**src/rtl/pgx_pkg.sv**
```systemverilog
package pgx_pkg;
  localparam int ATTR_W = 2;
  localparam int BUS_AW = 32;
  typedef logic [ATTR_W-1:0] attr_t;
endpackage

```
**src/rtl/pgx_table.sv**
```systemverilog
module pgx_table
  import pgx_pkg::*;
#(
  parameter int NUM_ENTRIES = 12,
  parameter int OUT_AW      = 64,
  parameter int PAGE_BITS   = 12,
  parameter int IW          = 4
) (
  input  logic                    clk_i,
  input  logic                    rst_ni,
  input  logic                    wr_en_i,
  input  logic [IW-1:0]           wr_idx_i,
  input  logic [OUT_AW-1:0]       wr_base_i,
  input  attr_t                   wr_attr_i,
  input  logic [IW-1:0]           lk_idx_i,
  output logic [OUT_AW-1:0]       lk_base_o,
  output attr_t                   lk_attr_o,
  input  logic [IW-1:0]           rd_idx_i,
  output logic [OUT_AW-1:0]       rd_base_o,
  output attr_t                   rd_attr_o
);
  localparam int HW = OUT_AW - PAGE_BITS;

  logic [HW-1:0] hi_q   [NUM_ENTRIES];
  attr_t         attr_q [NUM_ENTRIES];

  for (genvar g = 0; g < NUM_ENTRIES; g++) begin : g_slot
    always_ff @(posedge clk_i or negedge rst_ni) begin
      if (!rst_ni) begin
        hi_q[g]   <= '0;
        attr_q[g] <= '0;
      end else if (wr_en_i && wr_idx_i == IW'(g)) begin
        hi_q[g]   <= wr_base_i[OUT_AW-1:PAGE_BITS];
        attr_q[g] <= wr_attr_i;
      end
    end
  end

  // unmatched indices fall through to zero
  always_comb begin
    lk_base_o = '0;
    lk_attr_o = '0;
    rd_base_o = '0;
    rd_attr_o = '0;
    for (int i = 0; i < NUM_ENTRIES; i++) begin
      if (lk_idx_i == IW'(i)) begin
        lk_base_o = {hi_q[i], {PAGE_BITS{1'b0}}};
        lk_attr_o = attr_q[i];
      end
      if (rd_idx_i == IW'(i)) begin
        rd_base_o = {hi_q[i], {PAGE_BITS{1'b0}}};
        rd_attr_o = attr_q[i];
      end
    end
  end
endmodule

```
**src/rtl/pgx_map.sv**
```systemverilog
module pgx_map
  import pgx_pkg::*;
#(
  parameter int NUM_ENTRIES = 12,
  parameter int OUT_AW      = 64,
  parameter int PAGE_BITS   = 12,
  parameter int IW          = 4
) (
  input  logic [OUT_AW-1:0] addr_i,
  input  logic              wide_i,
  output logic [IW-1:0]     idx_o,
  input  logic [OUT_AW-1:0] base_i,
  input  attr_t             attr_i,
  output logic [OUT_AW-1:0] addr_o,
  output attr_t             attr_o,
  output logic              err_o
);
  logic [BUS_AW-1:0] slot;
  logic              in_range;

  assign slot     = addr_i[BUS_AW-1:0] >> PAGE_BITS;
  assign in_range = slot < BUS_AW'(NUM_ENTRIES);
  assign idx_o    = slot[IW-1:0];

  always_comb begin
    if (wide_i) begin
      addr_o = addr_i;
      attr_o = '0;
      err_o  = 1'b0;
    end else if (in_range) begin
      addr_o = {base_i[OUT_AW-1:PAGE_BITS], addr_i[PAGE_BITS-1:0]};
      attr_o = attr_i;
      err_o  = 1'b0;
    end else begin
      addr_o = '0;
      attr_o = '0;
      err_o  = 1'b1;
    end
  end
endmodule

```
**src/rtl/pgx_oreg.sv**
```systemverilog
module pgx_oreg
  import pgx_pkg::*;
#(
  parameter int OUT_AW = 64
) (
  input  logic              clk_i,
  input  logic              rst_ni,
  input  logic              vld_i,
  input  logic [OUT_AW-1:0] addr_i,
  input  attr_t             attr_i,
  input  logic              err_i,
  output logic              vld_o,
  output logic [OUT_AW-1:0] addr_o,
  output attr_t             attr_o,
  output logic              err_o
);
  always_ff @(posedge clk_i or negedge rst_ni) begin
    if (!rst_ni) begin
      vld_o  <= 1'b0;
      err_o  <= 1'b0;
      addr_o <= '0;
      attr_o <= '0;
    end else begin
      vld_o  <= vld_i && !err_i;
      err_o  <= vld_i && err_i;
      addr_o <= vld_i ? addr_i : '0;
      attr_o <= vld_i ? attr_i : '0;
    end
  end
endmodule

```
**src/rtl/pg_xlate.sv**
```systemverilog
module pg_xlate
  import pgx_pkg::*;
#(
  parameter int NUM_ENTRIES = 12,
  parameter int OUT_AW      = 64,
  parameter int PAGE_BITS   = 12,
  localparam int IW         = (NUM_ENTRIES > 1) ? $clog2(NUM_ENTRIES) : 1
) (
  input  logic              clk_i,
  input  logic              rst_ni,
  input  logic              cfg_we_i,
  input  logic [IW-1:0]     cfg_idx_i,
  input  logic [OUT_AW-1:0] cfg_base_i,
  input  logic [1:0]        cfg_attr_i,
  output logic [OUT_AW-1:0] cfg_rd_base_o,
  output logic [1:0]        cfg_rd_attr_o,
  input  logic              req_valid_i,
  input  logic              req_wide_i,
  input  logic [OUT_AW-1:0] req_addr_i,
  output logic              rsp_valid_o,
  output logic [OUT_AW-1:0] rsp_addr_o,
  output logic [1:0]        rsp_attr_o,
  output logic              rsp_err_o
);
  logic [IW-1:0]     lk_idx;
  logic [OUT_AW-1:0] lk_base, nxt_addr;
  attr_t             lk_attr, nxt_attr, rd_attr, o_attr;
  logic              nxt_err;

  pgx_table #(
    .NUM_ENTRIES(NUM_ENTRIES), .OUT_AW(OUT_AW), .PAGE_BITS(PAGE_BITS), .IW(IW)
  ) u_table (
    .clk_i     (clk_i),
    .rst_ni    (rst_ni),
    .wr_en_i   (cfg_we_i),
    .wr_idx_i  (cfg_idx_i),
    .wr_base_i (cfg_base_i),
    .wr_attr_i (attr_t'(cfg_attr_i)),
    .lk_idx_i  (lk_idx),
    .lk_base_o (lk_base),
    .lk_attr_o (lk_attr),
    .rd_idx_i  (cfg_idx_i),
    .rd_base_o (cfg_rd_base_o),
    .rd_attr_o (rd_attr)
  );

  pgx_map #(
    .NUM_ENTRIES(NUM_ENTRIES), .OUT_AW(OUT_AW), .PAGE_BITS(PAGE_BITS), .IW(IW)
  ) u_map (
    .addr_i (req_addr_i),
    .wide_i (req_wide_i),
    .idx_o  (lk_idx),
    .base_i (lk_base),
    .attr_i (lk_attr),
    .addr_o (nxt_addr),
    .attr_o (nxt_attr),
    .err_o  (nxt_err)
  );

  pgx_oreg #(.OUT_AW(OUT_AW)) u_oreg (
    .clk_i  (clk_i),
    .rst_ni (rst_ni),
    .vld_i  (req_valid_i),
    .addr_i (nxt_addr),
    .attr_i (nxt_attr),
    .err_i  (nxt_err),
    .vld_o  (rsp_valid_o),
    .addr_o (rsp_addr_o),
    .attr_o (o_attr),
    .err_o  (rsp_err_o)
  );

  assign cfg_rd_attr_o = rd_attr;
  assign rsp_attr_o    = o_attr;
endmodule

```
**config.mk**
```make
export PLATFORM = sky130hd
export DESIGN_NAME = pg_xlate
export DESIGN_NICKNAME = d
export VERILOG_FILES = /design/src/rtl/pgx_pkg.sv /design/src/rtl/pgx_table.sv /design/src/rtl/pgx_map.sv /design/src/rtl/pgx_oreg.sv /design/src/rtl/pg_xlate.sv
export SDC_FILE = /design/constraint.sdc
export NUM_CORES = 1
export LEC_CHECK = 0
export BUFFER_PORTS_ARGS = -buffer_cell sky130_fd_sc_hd__buf_4
export CORE_MARGIN = 3
export CORE_UTILIZATION = 30
export CTS_CLUSTER_DIAMETER = 50
export CTS_CLUSTER_SIZE = 12
export DETAILED_ROUTE_END_ITERATION = 10
export PLACE_DENSITY_LB_ADDON = 0.3
export SYNTH_ARGS = -nofsm -noshare
export SYNTH_HDL_FRONTEND = slang
export SYNTH_SLANG_ARGS = --single-unit
```
**constraint.sdc**
```tcl
create_clock -name clk_i -period 2.9 [get_ports clk_i]
set_clock_uncertainty 0.05 [all_clocks]
set_input_delay 0.29 -clock clk_i [delete_from_list [all_inputs] [get_ports clk_i]]
set_output_delay 0.29 -clock clk_i [all_outputs]
set_load 0.02 [all_outputs]
```
==> metrics.yaml, run 1 <==
status:
  status: "completed"
timing:
  worst_pin_slew_ps: 1120
  report.final.slew_viol_count: 0
  fin_setup_tns_ps: 0
  rsz0062_at_grt: "false"
  max_freq_mhz: 362
  slew_headroom_pct: 25.3
  finalSetupViolCount: 0
  hold_viol: 0
  worst_slack_ps: 136
  fin_hold_ws_ps: 58.5
  post-route-period-util_pct: 95.3
  layout_min_cycle_time_ps: 2760
logic_synthesis:
  synthSimpleGateAreaFrac_pct: 7.64
  yosys_warnings: 0
  yosysTopAreaCell: "dfrtp_1"
  synthFlopType: "dfrtp_1"
  synth_edf_count: 0
  ys_seq_area_share_pct: 44.9
  synth_compound_area_share_pct: 15.2
  synth.top_cell.area_share_pct: 44.9
  yosys.area_share.adder_pct: 0
  synth_xor_area_share_pct: 0
  synth_cells: 3677
  synthDistinctLibCells: 71
  synth_area_leaders: "dfrtp_1, mux2_2, mux2i_1"
  ys_top_cells_by_count: "dfrtp_1, mux2_2, nor2_1"
  synth_seq_cells: 716
  muxShareOfSynthArea_pct: 26.9
  async_reset_ff_share_pct: 100
  synth_area_um2: 39900
  yosysMostFrequentCell: "dfrtp_1"
  synth_top_family_by_area: "multiplexers"
  syn_avg_cell_area_um2: 10.8
grt:
  gr-usage-met2_pct: 36.4
  grt_util_met3_pct: 4.71
  grt_max_degree: 109
  grt_util_met1_pct: 32.4
  grt_pass1_vias: 33100
  antenna_found_initial: 12
  grt_overflow: 0
  grt_util_all_layers_pct: 23.5
  grt_pass1_wl_um: 238000
  grt-busiest-layer: "met2"
die:
  start_util_pct: 30.3
  die_h_um: 371
  io_pins: 273
  fp.coreArea_um2: 132000
  die-area_um2: 137000
  dieWidth_um: 371
  rows: 133
power:
  pwr-share-comb_pct: 21.0
  p_sw_share_pct: 30.1
  clkPwrFrac_pct: 38.8
  power.total_mw: 34.7
  p_leak_nw: 21.3
  p_sw_mw: 10.5
  ir_drop_mv: 0.495
  power.density_nw_per_um2: 697
  cellInternalPower_mw: 24.3
  p_seq_share_pct: 40.1
detailed_routing:
  drc: 0
  first_iter_violations: 3284
  wire_per_inst_um: 28.1
  drtAntennaViolNets: 0
  vias_per_cell: 5.70
  vias: 33500
  drtPass1Iterations: 5
  wirelength_um: 165000
cts:
  cts_tree: "built"
  cts_root_buf: "clkbuf_16"
  cts.sinks: 716
  clk_pin_slew_ps: 60
  clockBufferDepth: 3
  cts_made_buffers: 102
  clk_latency_ps: 710
  htreeDepth: 3
worst_setup_path:
  crit_chain: "mux4_2, mux2i_1, o22ai_1, a311o_1, buf_4"
  critPathArrivalTime_ps: 2420
  cp_max_fo: 3
  cp.required_ps: 2560
  crit_path_start_kind: "flip-flop"
  endpoint_kind: "primary output"
  max_stage_delay_ps: 480
  cp_slowest_cell: "mux4_2"
  crit_start: "u_table.attr_q[1]"
  path_class: "reg -> out"
  r2r_start: "u_table.hi_q[430]"
placement:
  place_ws_ps: 272
  dp.cells: 5563
  gp_congestion: 0.874
  portBuffers: 248
  dp_hpwl_um: 107000
cells_and_area:
  area_growth_pct: 24.9
  stdcell_count: 5871
  fillCellCount: 12900
  nNetsFinal: 4164
  drive_gt1_share_pct: 35.1
hold_path:
  worstHoldPathType: "in -> async"
job:
  max_cap_violations: 0
-- cell type report --
cell class | count | area, um^2 | area share [%]
clock inverters | 71 | 897 | 1.80
inverters | 32 | 120 | 0.241
well taps | 1755 | 2200 | 4.41
multi-input cells | 2560 | 20000 | 40.2
repair buffers | 613 | 5890 | 11.8
flip-flops and latches | 716 | 17900 | 36.0
diodes | 7 | 17.5 | 0.0352
clock buffers | 117 | 2760 | 5.55
-- flip-flops by register name, indices dropped and copies added (netlist names) --
register and count:
u_table.hi_q 624, u_oreg.err_o 1, u_table.attr_q 24, u_oreg.vld_o 1, u_oreg.attr_o 2, u_oreg.addr_o 64
-- cells by family after synthesis --
| logic type | count (synthesis) |
|---|---|
| other cells | 1 |
| compound gates | 946 |
| flops | 716 |
| buf+inv | 412 |
| simple gates | 680 |
| mux | 922 |
-- power by group through the flow --
stage,registers [mW],clock network [mW],logic [mW]
2_1_floorplan,13.5,0,4.88
3_3_place_gp,13.9,0,7.01
3_5_place_dp,14.0,0,7.13
4_1_cts,13.8,13.7,7.30
5_1_grt,14.2,14.1,7.90
6_report,13.9,13.5,7.30
-- critical path, delay by kind of cell, from the launching register on --
kind,cells,cell delay (ps)
buffers and inverters,1,210
AO/OA/AOI/OAI,2,500
multiplexers,2,620
flip-flops,1,380
-- path summary, 6_finish.rpt --
| check | to | slack [ps] | depth (start not counted) |
|---|---|---|---|
| max | cfg_rd_attr_o[1] | 140 | 5 |
| min | u_table.hi_q[251] | 60 | 2 |
| max reg2reg | u_oreg.addr_o[26] | 540 | 7 |
| min reg2reg | u_table.hi_q[458] | 460 | 1 |
| max in group asynchronous | u_table.hi_q[297] | 1720 | 3 |
| min in group clk_i | u_oreg.addr_o[22] | 70 | 3 |
-- metal layers --
layer / up-vias / share of wire, %
met3: 330 / 8.1
li1: 14300 / -
met5: - / 0.032
met1: 17300 / 43
met2: 1594 / 45
met4: 8 / 3.8
-- cells in the final DEF, fill, tap and decap left out, types with 26 or more instances in the layout --
master and instances:
clkbuf_16 105, dlygate4sd3_1 113, dfrtp_1 716, o22ai_1 103
inv_1 29, a2bb2oi_1 32, buf_12 78, o221ai_1 77
mux2_2 653, buf_4 417, a21boi_0 40, mux4_2 50
nand2_1 241, mux2_1 33, nor2_1 247, a21oi_1 238
a211oi_1 56, o31ai_1 33, o21ai_0 219, mux2i_1 186
nor3_1 26
-- what timing repair did --
item / CTS / global route
gates resized for setup: 0 / 0
hold buffers: 113 / 0
hold endpoints to repair: 1133 / 0
endpoints found under the setup margin: 0 / 0
buffers inserted: 0 / 0
-- per-stage QoR --
stage	utilization, %	area (um^2)
floorplan	-	39900
global placement	34.2	45000
detailed placement	34.2	45000
CTS	37.8	49800
global route	37.8	49800
finish	37.8	49800
(Power assumes the default switching activity.)
==> inputs of run 2 (changes only) <==
--- a/config.mk
+++ b/config.mk
@@ -11,6 +11,7 @@
 export CTS_CLUSTER_DIAMETER = 50
 export CTS_CLUSTER_SIZE = 12
 export DETAILED_ROUTE_END_ITERATION = 10
+export HOLD_SLACK_MARGIN = 0.15
 export PLACE_DENSITY_LB_ADDON = 0.3
 export SYNTH_ARGS = -nofsm -noshare
 export SYNTH_HDL_FRONTEND = slang
==> constraint.sdc (replaced) <==
create_clock -name clk_i -period 3.45 [get_ports clk_i]
set_clock_uncertainty 0.05 [all_clocks]
set_input_delay 0.345 -clock clk_i [delete_from_list [all_inputs] [get_ports clk_i]]
set_output_delay 0.345 -clock clk_i [all_outputs]
set_load 0.02 [all_outputs]
==> metrics.yaml, run 2 (same netlist as run 1, synthesis figures left out) <==
status:
  status: "completed"
die:
  dieWidth_um: 371
  die_h_um: 371
  io_pins: 273
  rows: 133
  fp.coreArea_um2: 132000
  die-area_um2: 137000
  start_util_pct: 30.3
cells_and_area:
  reg_top3: "u_table.hi_q x624, u_oreg.addr_o x64, u_table.attr_q x24"
  layout_commonest_cell: "dfrtp_1"
  final_cell_mix: "dfrtp_1, mux2_2, buf_4, nor2_1, nand2_1"
  nNetsFinal: 4111
  largest_register: "u_table.hi_q"
  stdcell_count: 5821
  area_growth_pct: 22.9
  drive_gt1_share_pct: 34.1
  largest_register_ffs: 624
detailed_routing:
  first_iter_violations: 3396
  drtPass1Iterations: 6
  drtAntennaViolNets: 0
  vias_per_cell: 5.74
  vias: 33400
  drc: 0
  wirelength_um: 165000
  wire_per_inst_um: 28.4
worst_setup_path:
  max_stage_delay_ps: 790
  crit_path_start_kind: "input port"
  cp.required_ps: 3050
  path_class: "in -> out"
  cp_top_family: "buffers and inverters"
  cp_num_buf_inv: 3
  cp_slowest_cell: "nor3b_1"
  critPathArrivalTime_ps: 2700
  crit_chain: "buf_4, nor3b_1, buf_4, o21ai_0, nand2_1, a21oi_1, o22ai_1, buf_4"
  endpoint_kind: "primary output"
  cp_max_fo: 35
  cpMostUsedCell: "buf_4"
timing:
  hold_viol: 0
  layout_min_cycle_time_ps: 3100
  report.final.slew_viol_count: 0
  slew_headroom_pct: 34.6
  finalSetupViolCount: 0
  max_freq_mhz: 323
  worst_slack_ps: 355
  fin_setup_tns_ps: 0
  worst_pin_slew_ps: 981
  rsz0062_at_grt: "false"
  post-route-period-util_pct: 89.7
cts:
  cts_made_buffers: 103
  clockBufferDepth: 3
  clk_pin_slew_ps: 50
  cts.sinks: 716
  htreeDepth: 3
  cts_tree: "built"
  cts_resized: 0
  clk_latency_ps: 720
  cts_root_buf: "clkbuf_16"
grt:
  grt_util_all_layers_pct: 23.4
  grt_pass1_wl_um: 238000
  antenna_found_initial: 18
  grt_pass1_vias: 33000
  grt_overflow: 0
  grt_max_degree: 102
placement:
  dp.cells: 5503
  dp_hpwl_um: 105000
  portBuffers: 248
  place_ws_ps: 430
  gp_congestion: 0.850
power:
  power.density_nw_per_um2: 593
  ir_drop_mv: 0.415
  p_leak_nw: 20.9
job:
  max_cap_violations: 0
hold_path:
  worstHoldPathType: "in -> async"
run 2: worst register-to-register path, delay by kind of cell (launching register included):
family                 cells  cell delay (ps)
AND/OR/NAND/NOR            2              480
AO/OA/AOI/OAI              2              290
flip-flops                 1              400
buffers and inverters      1              580
multiplexers               1              450
run 2: final timing paths:
path	startpoint	endpoint	slack [ps]	cells after the start
setup / recovery	cfg_idx_i[2]	cfg_rd_base_o[16]	350	8
hold / removal	rst_ni	u_table.hi_q[43]	190	2
setup reg to reg	u_table.hi_q[525]	u_oreg.addr_o[17]	1100	6
hold reg to reg	u_table.hi_q[271]	u_table.hi_q[271]	460	1
max in group asynchronous	rst_ni	u_oreg.addr_o[36]	2100	3
min in group clk_i	req_addr_i[56]	u_oreg.addr_o[56]	220	4
run 2: timing repair:
action,in CTS,in global routing
hold buffers,119,0
buffers inserted,0,0
hold endpoints to repair,1023,0
run 2: where the power goes:
group          leakage [nW]  switching [mW]  internal, mW
registers              8.86            1.48          10.2
logic                  10.3            2.96          3.10
clock network          1.77            4.46          6.84
run 2: final cells by class:
class                   instances  area, um^2
diodes                          8        20.0
fillers                     13100       82700
flip-flops and latches        716       17900
inverters                      32         120
well taps                    1755        2200
multi-input cells            2560       20000
clock buffers                 121        2780
repair buffers                559        5060
clock inverters                70         885
run 2: metrics by stage:
stage          power (mW)  instance area (um^2)  utilization (%)  hold slack [ps]
2_1_floorplan        15.4                 39900                -           -0.591
3_3_place_gp         17.5                 44100             33.5              334
3_5_place_dp         17.7                 44100             33.5              332
4_1_cts              29.2                 49000             37.2              162
5_1_grt              30.3                 49000             37.2              214
6_report             29.0                 49000             37.2              190
run 2: routing by layer:
layer  up-vias  track usage (%)  wire length [um]
met2      1543             36.1             74100
met4        10             8.52              6150
met1     17300             32.3             70500
li1      14200                -                 -
met5         -                0                71
met3       338             5.02             14300
